`config.mk`:
```
export PLATFORM = sky130hd
export DESIGN_NAME = lcw_dual_watchdog
export DESIGN_NICKNAME = d
export VERILOG_FILES = /design/src/rtl/lcw_pkg.sv /design/src/rtl/lcw_edge_sync.sv /design/src/rtl/lcw_timer.sv /design/src/rtl/lcw_dual_watchdog.sv
export SDC_FILE = /design/constraint.sdc
export NUM_CORES = 1
export LEC_CHECK = 0
export ABC_AREA = 1
export BUFFER_PORTS_ARGS = -buffer_cell sky130_fd_sc_hd__buf_2
export CAP_MARGIN = 20
export CORE_MARGIN = 4
export CORE_UTILIZATION = 65
export CTS_BUF_LIST = sky130_fd_sc_hd__clkbuf_4 sky130_fd_sc_hd__clkbuf_8
export DETAILED_ROUTE_END_ITERATION = 8
export GPL_ROUTABILITY_DRIVEN = 0
export MAX_ROUTING_LAYER = met4
export PLACE_DENSITY = 0.8
export SLEW_MARGIN = 20
export SYNTH_ARGS = -nofsm -noshare
export SYNTH_HDL_FRONTEND = slang
export SYNTH_SLANG_ARGS = --single-unit
```
`constraint.sdc`:
```
create_clock -name clk_i -period 2.3 [get_ports clk_i]
set_input_delay 0.46 -clock clk_i [delete_from_list [all_inputs] [get_ports clk_i]]
set_output_delay 0.46 -clock clk_i [all_outputs]
set_load 0.02 [all_outputs]
```
`src/rtl/lcw_pkg.sv`:
```
package lcw_pkg;

    localparam int NUM_DIR = 2;
    localparam int DIR_TX  = 0;
    localparam int DIR_RX  = 1;
    localparam int SEL_W   = 2;

    typedef logic [SEL_W-1:0] sel_t;

    localparam sel_t SEL_OFF = 2'b00;

    typedef enum logic [1:0] {
        ST_OFF  = 2'b00,
        ST_RUN  = 2'b01,
        ST_HOLD = 2'b10
    } wd_state_t;

endpackage

```
`src/rtl/lcw_edge_sync.sv`:
```
module lcw_edge_sync #(
    parameter int STAGES = 2
) (
    input  logic clk_i,
    input  logic rst_ni,
    input  logic line_i,
    output logic change_o
);
    localparam int SR_W = STAGES + 1;

    logic [SR_W-1:0] sr_q;

    always_ff @(posedge clk_i or negedge rst_ni) begin
        if (!rst_ni) begin
            sr_q <= '0;
        end else begin
            sr_q <= {sr_q[SR_W-2:0], line_i};
        end
    end

    // Synchronized level differs from the level one cycle older.
    assign change_o = sr_q[STAGES] ^ sr_q[STAGES-1];

endmodule

```
`src/rtl/lcw_timer.sv`:
```
module lcw_timer
    import lcw_pkg::*;
#(
    parameter int LIMIT_LOG2_MIN = 18
) (
    input  logic clk_i,
    input  logic rst_ni,
    input  sel_t sel_i,
    input  logic change_i,
    output logic fire_o,
    output logic pulse_o
);
    localparam int CNT_W = LIMIT_LOG2_MIN + 3;
    localparam logic [CNT_W-1:0] ONE   = CNT_W'(1);
    localparam logic [CNT_W-1:0] LAST1 = (ONE << LIMIT_LOG2_MIN) - ONE;
    localparam logic [CNT_W-1:0] LAST2 = (ONE << (LIMIT_LOG2_MIN + 1)) - ONE;
    localparam logic [CNT_W-1:0] LAST3 = (ONE << (LIMIT_LOG2_MIN + 2)) - ONE;

    wd_state_t        state_q, state_d;
    sel_t             sel_q;
    logic [CNT_W-1:0] cnt_q, cnt_d;
    logic [CNT_W-1:0] last_cnt;
    logic             restart;
    logic             at_limit;
    logic             fire;
    logic             pulse_q;

    always_comb begin
        unique case (sel_q)
            2'b01:   last_cnt = LAST1;
            2'b10:   last_cnt = LAST2;
            2'b11:   last_cnt = LAST3;
            default: last_cnt = '0;
        endcase
    end

    assign restart  = (sel_i != sel_q);
    assign at_limit = (cnt_q == last_cnt);

    always_comb begin
        state_d = state_q;
        cnt_d   = cnt_q;
        fire    = 1'b0;
        if (restart) begin
            cnt_d   = '0;
            state_d = (sel_i == SEL_OFF) ? ST_OFF : ST_RUN;
        end else begin
            unique case (state_q)
                ST_OFF: begin
                    cnt_d = '0;
                end
                ST_RUN: begin
                    if (change_i) begin
                        cnt_d = '0;
                    end else if (at_limit) begin
                        state_d = ST_HOLD;
                        fire    = 1'b1;
                    end else begin
                        cnt_d = cnt_q + ONE;
                    end
                end
                ST_HOLD: begin
                    if (change_i) begin
                        state_d = ST_RUN;
                        cnt_d   = '0;
                    end
                end
                default: begin
                    state_d = ST_OFF;
                    cnt_d   = '0;
                end
            endcase
        end
    end

    // State register process.
    always_ff @(posedge clk_i or negedge rst_ni) begin
        if (!rst_ni) begin
            state_q <= ST_OFF;
            sel_q   <= SEL_OFF;
            cnt_q   <= '0;
        end else begin
            state_q <= state_d;
            sel_q   <= sel_i;
            cnt_q   <= cnt_d;
        end
    end

    // Output process.
    always_ff @(posedge clk_i or negedge rst_ni) begin
        if (!rst_ni) begin
            pulse_q <= 1'b0;
        end else begin
            pulse_q <= fire;
        end
    end

    assign fire_o  = fire;
    assign pulse_o = pulse_q;

endmodule

```
`src/rtl/lcw_dual_watchdog.sv`:
```
module lcw_dual_watchdog
    import lcw_pkg::*;
#(
    parameter int LIMIT_LOG2_MIN = 18,
    parameter int SYNC_STAGES    = 2
) (
    input  logic       clk_i,
    input  logic       rst_ni,
    input  logic       tx_line_i,
    input  logic       rx_line_i,
    input  logic [1:0] tx_sel_i,
    input  logic [1:0] rx_sel_i,
    input  logic       clr_i,
    output logic       tx_expire_o,
    output logic       rx_expire_o,
    output logic       tx_stuck_o,
    output logic       rx_stuck_o
);
    logic [NUM_DIR-1:0] line_v;
    sel_t               sel_v [NUM_DIR];
    logic [NUM_DIR-1:0] change_v;
    logic [NUM_DIR-1:0] fire_v;
    logic [NUM_DIR-1:0] pulse_v;
    logic [NUM_DIR-1:0] stuck_q;

    assign line_v[DIR_TX] = tx_line_i;
    assign line_v[DIR_RX] = rx_line_i;
    assign sel_v[DIR_TX]  = tx_sel_i;
    assign sel_v[DIR_RX]  = rx_sel_i;

    for (genvar d = 0; d < NUM_DIR; d++) begin : g_dir
        lcw_edge_sync #(
            .STAGES (SYNC_STAGES)
        ) u_sync (
            .clk_i    (clk_i),
            .rst_ni   (rst_ni),
            .line_i   (line_v[d]),
            .change_o (change_v[d])
        );

        lcw_timer #(
            .LIMIT_LOG2_MIN (LIMIT_LOG2_MIN)
        ) u_timer (
            .clk_i    (clk_i),
            .rst_ni   (rst_ni),
            .sel_i    (sel_v[d]),
            .change_i (change_v[d]),
            .fire_o   (fire_v[d]),
            .pulse_o  (pulse_v[d])
        );

        // Set has priority over clear.
        always_ff @(posedge clk_i or negedge rst_ni) begin
            if (!rst_ni) begin
                stuck_q[d] <= 1'b0;
            end else if (fire_v[d]) begin
                stuck_q[d] <= 1'b1;
            end else if (clr_i) begin
                stuck_q[d] <= 1'b0;
            end
        end
    end

    assign tx_expire_o = pulse_v[DIR_TX];
    assign rx_expire_o = pulse_v[DIR_RX];
    assign tx_stuck_o  = stuck_q[DIR_TX];
    assign rx_stuck_o  = stuck_q[DIR_RX];

endmodule

```
==> results of run 1 <==
## synth_stat cells, types with 6 or more instances
| cell | count |
|---|---|
| clkbuf_1 | 6 |
| dfrtp_1 | 60 |
| inv_1 | 39 |
| inv_2 | 7 |
| nand2_1 | 191 |
| nand2_2 | 27 |
| nand3_1 | 53 |
| nand4_1 | 21 |
| nor2_1 | 92 |
| nor2_2 | 16 |
| nor3_1 | 10 |
| o21ai_0 | 10 |
| o21ai_2 | 13 |
| xnor2_1 | 8 |
| xor2_1 | 10 |
## per-layer routing
metal / global-route usage / routed length (um) / vias to the layer above
met3: 0.0461 / 742 / 15
met5: - / 0 / -
met4: 0.0947 / 128 / 0
met2: 0.395 / 4280 / 145
met1: 0.420 / 4800 / 1837
li1: - / - / 1964
## worst register-to-register path: stages (launching register included)
cell and delay [ps]:
dfrtp_1 450, ha_1 340, nand3_1 250, inv_2 150
nand2_1 110, o21bai_1 170, nand3_1 90, nor3_1 220
nand2_1 90, nand2_1 70
## final cells by class
cell class | instances | area share
clock inverter | 7 | 0.0199
inverter | 48 | 0.0409
multi-input combinational | 487 | 0.536
tap | 77 | 0.0210
timing repair buffer | 19 | 0.0273
sequential | 60 | 0.327
clock buffer | 9 | 0.0270
## where the power goes
part           internal, mW  total (mW)  switching, mW
Sequential             1.07        1.10         0.0220
Clock                 0.605        1.04          0.439
Combinational        0.0695       0.270          0.200
Total                  1.75        2.41          0.661
## path summary, 6_finish.rpt
path	slack (ps)	depth (start not counted)	endpoint	from
min in group clk_i	220	1	g_dir[1].u_sync.sr_q[0]	rx_line_i
setup reg to reg	300	9	g_dir[0].u_timer.cnt_q[16]	g_dir[0].u_timer.cnt_q[0]
hold reg to reg	360	0	g_dir[0].u_sync.sr_q[1]	g_dir[0].u_sync.sr_q[0]
setup / recovery	300	9	g_dir[0].u_timer.cnt_q[16]	g_dir[0].u_timer.cnt_q[0]
max in group asynchronous	1920	2	g_dir[0].u_timer.pulse_o	rst_ni
hold / removal	100	2	g_dir[0].u_timer.cnt_q[10]	rst_ni
## through the flow
stage	cells	utilization
2_1_floorplan	607	-
3_3_place_gp	691	0.688
3_5_place_dp	691	0.688
4_1_cts	707	0.722
5_1_grt	707	0.722
6_report	707	0.722
## registers in the layout (all words and copies together) (netlist names)
register and count:
g_dir.u_timer.cnt_q 42, g_dir.u_sync.sr_q 6, g_dir.u_timer.sel_q 4, g_dir.u_timer.state_q 4, g_dir.u_timer.pulse_o 2, rx_stuck_o 1
tx_stuck_o 1
## cells by family (layout without fill, tap and decap cells)
family / Yosys count / count (layout)
and+or+nand+nor: 431 / 431
DFF: 60 / 60
buffers and inverters: 60 / 83
AOI/OAI and AO/OA: 33 / 33
xor gates and xnor gates: 21 / 21
adders and majority gates: 2 / 2
==> out/summary.txt, run 1 <==
Status = finished, final reports clean
Core Footprint = 0.00635 sq mm
Number of distinct library cells after synthesis = 36
Die Y = 89.0 um
Pins Over Slew Limit = 0
Ratio of cells with drive above 1 in the final layout = 0.190
PD cells = 525 mW/mm^2
Synth Area in Adders = 0.00586
Area of the multi-input gates = 0.00246 sq mm
Most frequent cells in the layout = 191 x nand2_1, 92 x nor2_1, 60 x dfrtp_1
Post-route cell area = 0.00459 sq mm
Synthesis-to-layout area growth = 7.42%
Clock Skew = 7.82 ps
Tot GR Track Use = 0.284
DIE AREA = 0.00793 sq mm
Tcrit/Tclk final = 0.868
Max-slew headroom = 0.669
VDD IR max = 0.371 mV
Final layout net count = 636
Drt initial violations = 422
Crit path time final = 2000 ps
N_diodes = 0
CP Class = reg -> reg
Worst Hold Class = in -> async
Pre-CTS setup slack = 351 ps
Number of synthesized flops with an enable pin = 0
Fill cells = 519
Max Cap Viol = 0
Hold Slack = 101 ps
Tot Pwr = 2.41 mW
Gr ovfl total = 0
First-pass GRT wire length = 17.0 mm
Antenna Nets Post-Route = 0
Clock slew at the register clock pins of the worst setup and hold paths = 70 ps
Largest cells by area after synthesis = dfrtp_1 35%, nand2_1 17%, nor2_1 8.1%
Setup ws final = 304 ps
RSZ-0062 raised after global routing = no
# clock sinks = 60
Worst-Margin Slew = 491 ps
Detailed-route wire length per cell = 14.1 um
CP peak stage delay = 450 ps
Synth top area share = 0.352
Clock tree from TritonCTS = yes
Vias in the first global route = 3,526
I/O pins = 13
Via count = 3,961
Drt drc = 0
Slowest-stage cell, CP = dfrtp_1
Inserted Clock Buffers = 9
Dpl cell area = 0.00437 sq mm
Post-CTS Resized = 0
Port bufs = 12
Seq cells post-synth = 60
Avg Cell Area, Syn = 7.03 sq um
Drt via density = 5.60
Yosys top cell by area = dfrtp_1
Post-synthesis sequential area ratio = 0.352
Mux cell area share after synthesis = 0
Leading cell type in the layout, fill and taps excluded = nand2_1
CP bufs+invs = 1
Std-Cell Rows = 29
Max frequency = 0.501 GHz
Post-synthesis compound-gate area fraction = 0.0530
Req. time, crit path = 2580 ps
Yosys warning count = 0
Cts hold-fix bufs = 0
Reg area = 0.00150 sq mm
Top FF cell, synth = dfrtp_1
Antenna violations before repair = 0
Worst setup SP type = register
Crit. End Element = register
Starting density of the core = 0.672
Post-Syn Nets = 618
Mapped Area = 0.00427 sq mm
Final hold viol count = 0
Critical path peak fanout = 6
Synth Area in Simple Gates = 0.466
Pleak = 2.05 nW
Final wirelength = 9.95 mm
CP delay by family, top = simple AND/OR/NAND/NOR gates
H-tree depth = 3
Post-Route Setup TNS = 0 ps
Die Width = 89.0 um
Largest family of logic cells by synthesized area = simple AND/OR/NAND/NOR gates
Most common cell on crit path = nand2_1
Crit path cell chain = ha_1, nand3_1, inv_2, nand2_1, o21bai_1, nand3_1, nor3_1, nand2_1, nand2_1
Root Buffer = clkbuf_8
Post-synthesis xor/xnor area fraction = 0.0510
Postcts setup bufs = 0
Dpl hpwl = 7.07 mm
Arrival @ worst endpoint = 2280 ps
Max Buffers Root-to-Sink = 2
Post-Syn Instances = 607
Ys async rst share = 1.00
1st-pass router iterations = 5
Largest net degree at the start of global routing = 61
Setup-failing EPs final = 0
Clock latency on the worst-skew pair = 340 ps
Note: power is estimated with default switching activity, not from simulation.
==> run 2, diff against run 1 <==
--- a/config.mk
+++ b/config.mk
@@ -15,6 +15,7 @@
 export GPL_ROUTABILITY_DRIVEN = 0
 export MAX_ROUTING_LAYER = met4
 export PLACE_DENSITY = 0.8
+export RECOVER_POWER = 100
 export SLEW_MARGIN = 20
 export SYNTH_ARGS = -nofsm -noshare
 export SYNTH_HDL_FRONTEND = slang
==> run 2 against run 1 <==
Fmax decreased by 5.0%. Critical endpoint is now g_dir[1].u_timer.cnt_q[18]. Cell count unchanged. Core utilization decreased by 1.2 points. Worst setup slack got worse by 110 ps. Count of clock-buffer cells in the layout unchanged. Clock skew about the same. Largest power group unchanged. Flip-flop and latch count unchanged. Global-route usage unchanged. Power decreased by 0.20%.
==> out/summary.txt, run 2 (synthesis gave the netlist of run 1 again) <==
Drt drc = 0 (unchanged)
Final hold viol count = 0 (unchanged)
Max frequency = 0.476 GHz (-5.0%)
CP peak stage delay = 420 ps (-30 ps)
Port bufs = 12 (unchanged)
CP Class = reg -> reg
# clock sinks = 60 (unchanged)
Max Cap Viol = 0 (unchanged)
Crit. End Element = register
Via count = 4,013 (+1.3%)
Post-CTS Resized = 0 (unchanged)
Tcrit/Tclk final = 0.914 (+0.0457)
Crit path cell chain = inv_1, nand2_1, nand2_1, nand2_1, nand2_1, nor2_2, nand3_1, nor2_1, nor2_1, nand2_1, nand2_1
Clock slew at the register clock pins of the worst setup and hold paths = 70 ps (about the same)
Largest register FFs = 42 (unchanged)
Detailed-route wire length per cell = 14.1 um (-0.12%)
Worst hold stages = 1
N_diodes = 0 (unchanged)
Synthesis-to-layout area growth = 5.57%
1st-pass router iterations = 5 (unchanged)
PD cells = 534 mW/mm^2 (+1.5%)
FF-to-FF Start = g_dir[1].u_timer.sel_q[1]
R2R Setup Slk = 200 ps (-110 ps)
Dpl hpwl = 7.07 mm (unchanged)
Die Width = 89.0 um (unchanged)
Worst-Margin Slew = 1450 ps (+963 ps)
I/O pins = 13 (unchanged)
VDD IR max = 0.370 mV (-0.30%)
WP depth = 11 (+2)
Register with the most flip-flops = g_dir.u_timer.cnt_q
Placed cells = 691 (unchanged)
Most frequent cells in the layout = 203 x nand2_1, 95 x nor2_1, 60 x dfrtp_1
Antenna Nets Post-Route = 0 (unchanged)
Largest registers = g_dir.u_timer.cnt_q (42), g_dir.u_sync.sr_q (6)
Critical path peak fanout = 10 (+4)
Final Util = 0.710 (-0.0124)
Pins Over Slew Limit = 0 (unchanged)
Largest net degree at the start of global routing = 61 (unchanged)
Worst Hold Class = in -> reg
Clock Skew = 7.68 ps (-0.142 ps)
CP bufs+invs = 1 (unchanged)
Max-slew headroom = 0.0308 (-0.638)
Gr ovfl total = 0 (unchanged)
Setup-failing EPs final = 0 (unchanged)
Hold path endpoint = g_dir[1].u_sync.sr_q[0]
Postcts setup bufs = 0 (unchanged)
Final layout net count = 636 (unchanged)
Vias in the first global route = 3,526 (unchanged)
CP delay by family, top = simple AND/OR/NAND/NOR gates
Std-Cell Rows = 29 (unchanged)
Area of the multi-input gates = 0.00241 sq mm (-2.2%)
Cts hold-fix bufs = 0 (unchanged)
Hold path startpoint = rx_line_i
Layout Cells excl Fill = 707 (unchanged)
H-tree depth = 3 (unchanged)
Final wirelength = 9.94 mm (-0.12%)
Worst setup SP type = register
Ratio of cells with drive above 1 in the final layout = 0.144 (-0.0460)
Root Buffer = clkbuf_8
Drt via density = 5.68 (+1.3%)
Post-Route Setup TNS = 0 ps (unchanged)
Post-route cell area = 0.00451 sq mm (-1.7%)
Most common cell on crit path = nand2_1
Die Y = 89.0 um (unchanged)
Reg-to-Reg End = g_dir[1].u_timer.cnt_q[18]
Reg area = 0.00150 sq mm (unchanged)
DIE AREA = 0.00793 sq mm (unchanged)
Dpl cell area = 0.00437 sq mm (unchanged)
Drt initial violations = 407 (-3.6%)
First-pass GRT wire length = 17.0 mm (unchanged)
Status = finished, final reports clean
Clock latency on the worst-skew pair = 340 ps (about the same)
Tot GR Track Use = 0.284 (unchanged)
Req. time, crit path = 2540 ps (-40 ps)
RSZ-0062 raised after global routing = no
Fill cells = 541 (+4.2%)
Slowest-stage cell, CP = dfrtp_1
Arrival @ worst endpoint = 2340 ps (+60 ps)
Crit path time final = 2100 ps (+105 ps)
Reg2reg path depth = 11 (+2)
Antenna violations before repair = 0 (unchanged)
Clock tree from TritonCTS = yes
Pleak = 2.00 nW (-2.4%)
Starting density of the core = 0.672 (unchanged)
Core Footprint = 0.00635 sq mm (unchanged)
Leading cell type in the layout, fill and taps excluded = nand2_1
Inserted Clock Buffers = 9 (unchanged)
Max Buffers Root-to-Sink = 2 (unchanged)
## run 2: stage by stage
stage / power, mW / setup slack [ps] / hold WS, ps
after floorplan: 1.28 / 740 / 164
after CTS: 2.42 / 400 / 125
after global routing: 2.50 / 153 / 200
after global placement: 1.37 / 409 / 344
after detailed placement: 1.38 / 351 / 336
final: 2.40 / 199 / 223
## run 2: layout make-up
cell class / count / area share
inverters: 48 / 0.0416
clock inverters: 7 / 0.0203
flip-flops and latches: 60 / 0.333
well taps: 77 / 0.0214
clock buffers: 9 / 0.0275
multi-input cells: 487 / 0.534
repair buffers: 19 / 0.0222
## run 2: worst register-to-register path, cell delays in order (launching register included)
cell	delay (ps)
dfrtp_1	420
inv_1	90
nand2_1	200
nand2_1	80
nand2_1	60
nand2_1	60
nor2_2	220
nand3_1	110
nor2_1	320
nor2_1	260
nand2_1	130
nand2_1	50
## run 2: worst max-delay path by stage
stage               slack, ps                 startpoint                         end
floorplan                 740  g_dir[1].u_timer.cnt_q[0]  g_dir[1].u_timer.cnt_q[16]
global placement          410                tx_sel_i[1]  g_dir[0].u_timer.cnt_q[13]
detailed placement        350                tx_sel_i[1]  g_dir[0].u_timer.cnt_q[13]
CTS                       400  g_dir[0].u_timer.sel_q[1]  g_dir[0].u_timer.cnt_q[13]
global route              150  g_dir[1].u_timer.sel_q[1]  g_dir[1].u_timer.cnt_q[20]
finish                    200  g_dir[1].u_timer.sel_q[1]  g_dir[1].u_timer.cnt_q[18]
## run 2: metal layers
metal | GRT usage | vias up | wire (um)
met1 | 0.420 | 1848 | 4690
li1 | - | 1965 | -
met3 | 0.0461 | 16 | 831
met5 | - | - | 0
met2 | 0.395 | 184 | 4270
met4 | 0.0947 | 0 | 143
## run 2: report_power, final
part           switching, mW  total, mW  internal (mW)
logic                  0.198      0.263         0.0649
registers             0.0213       1.09           1.07
clock network          0.442       1.05          0.605
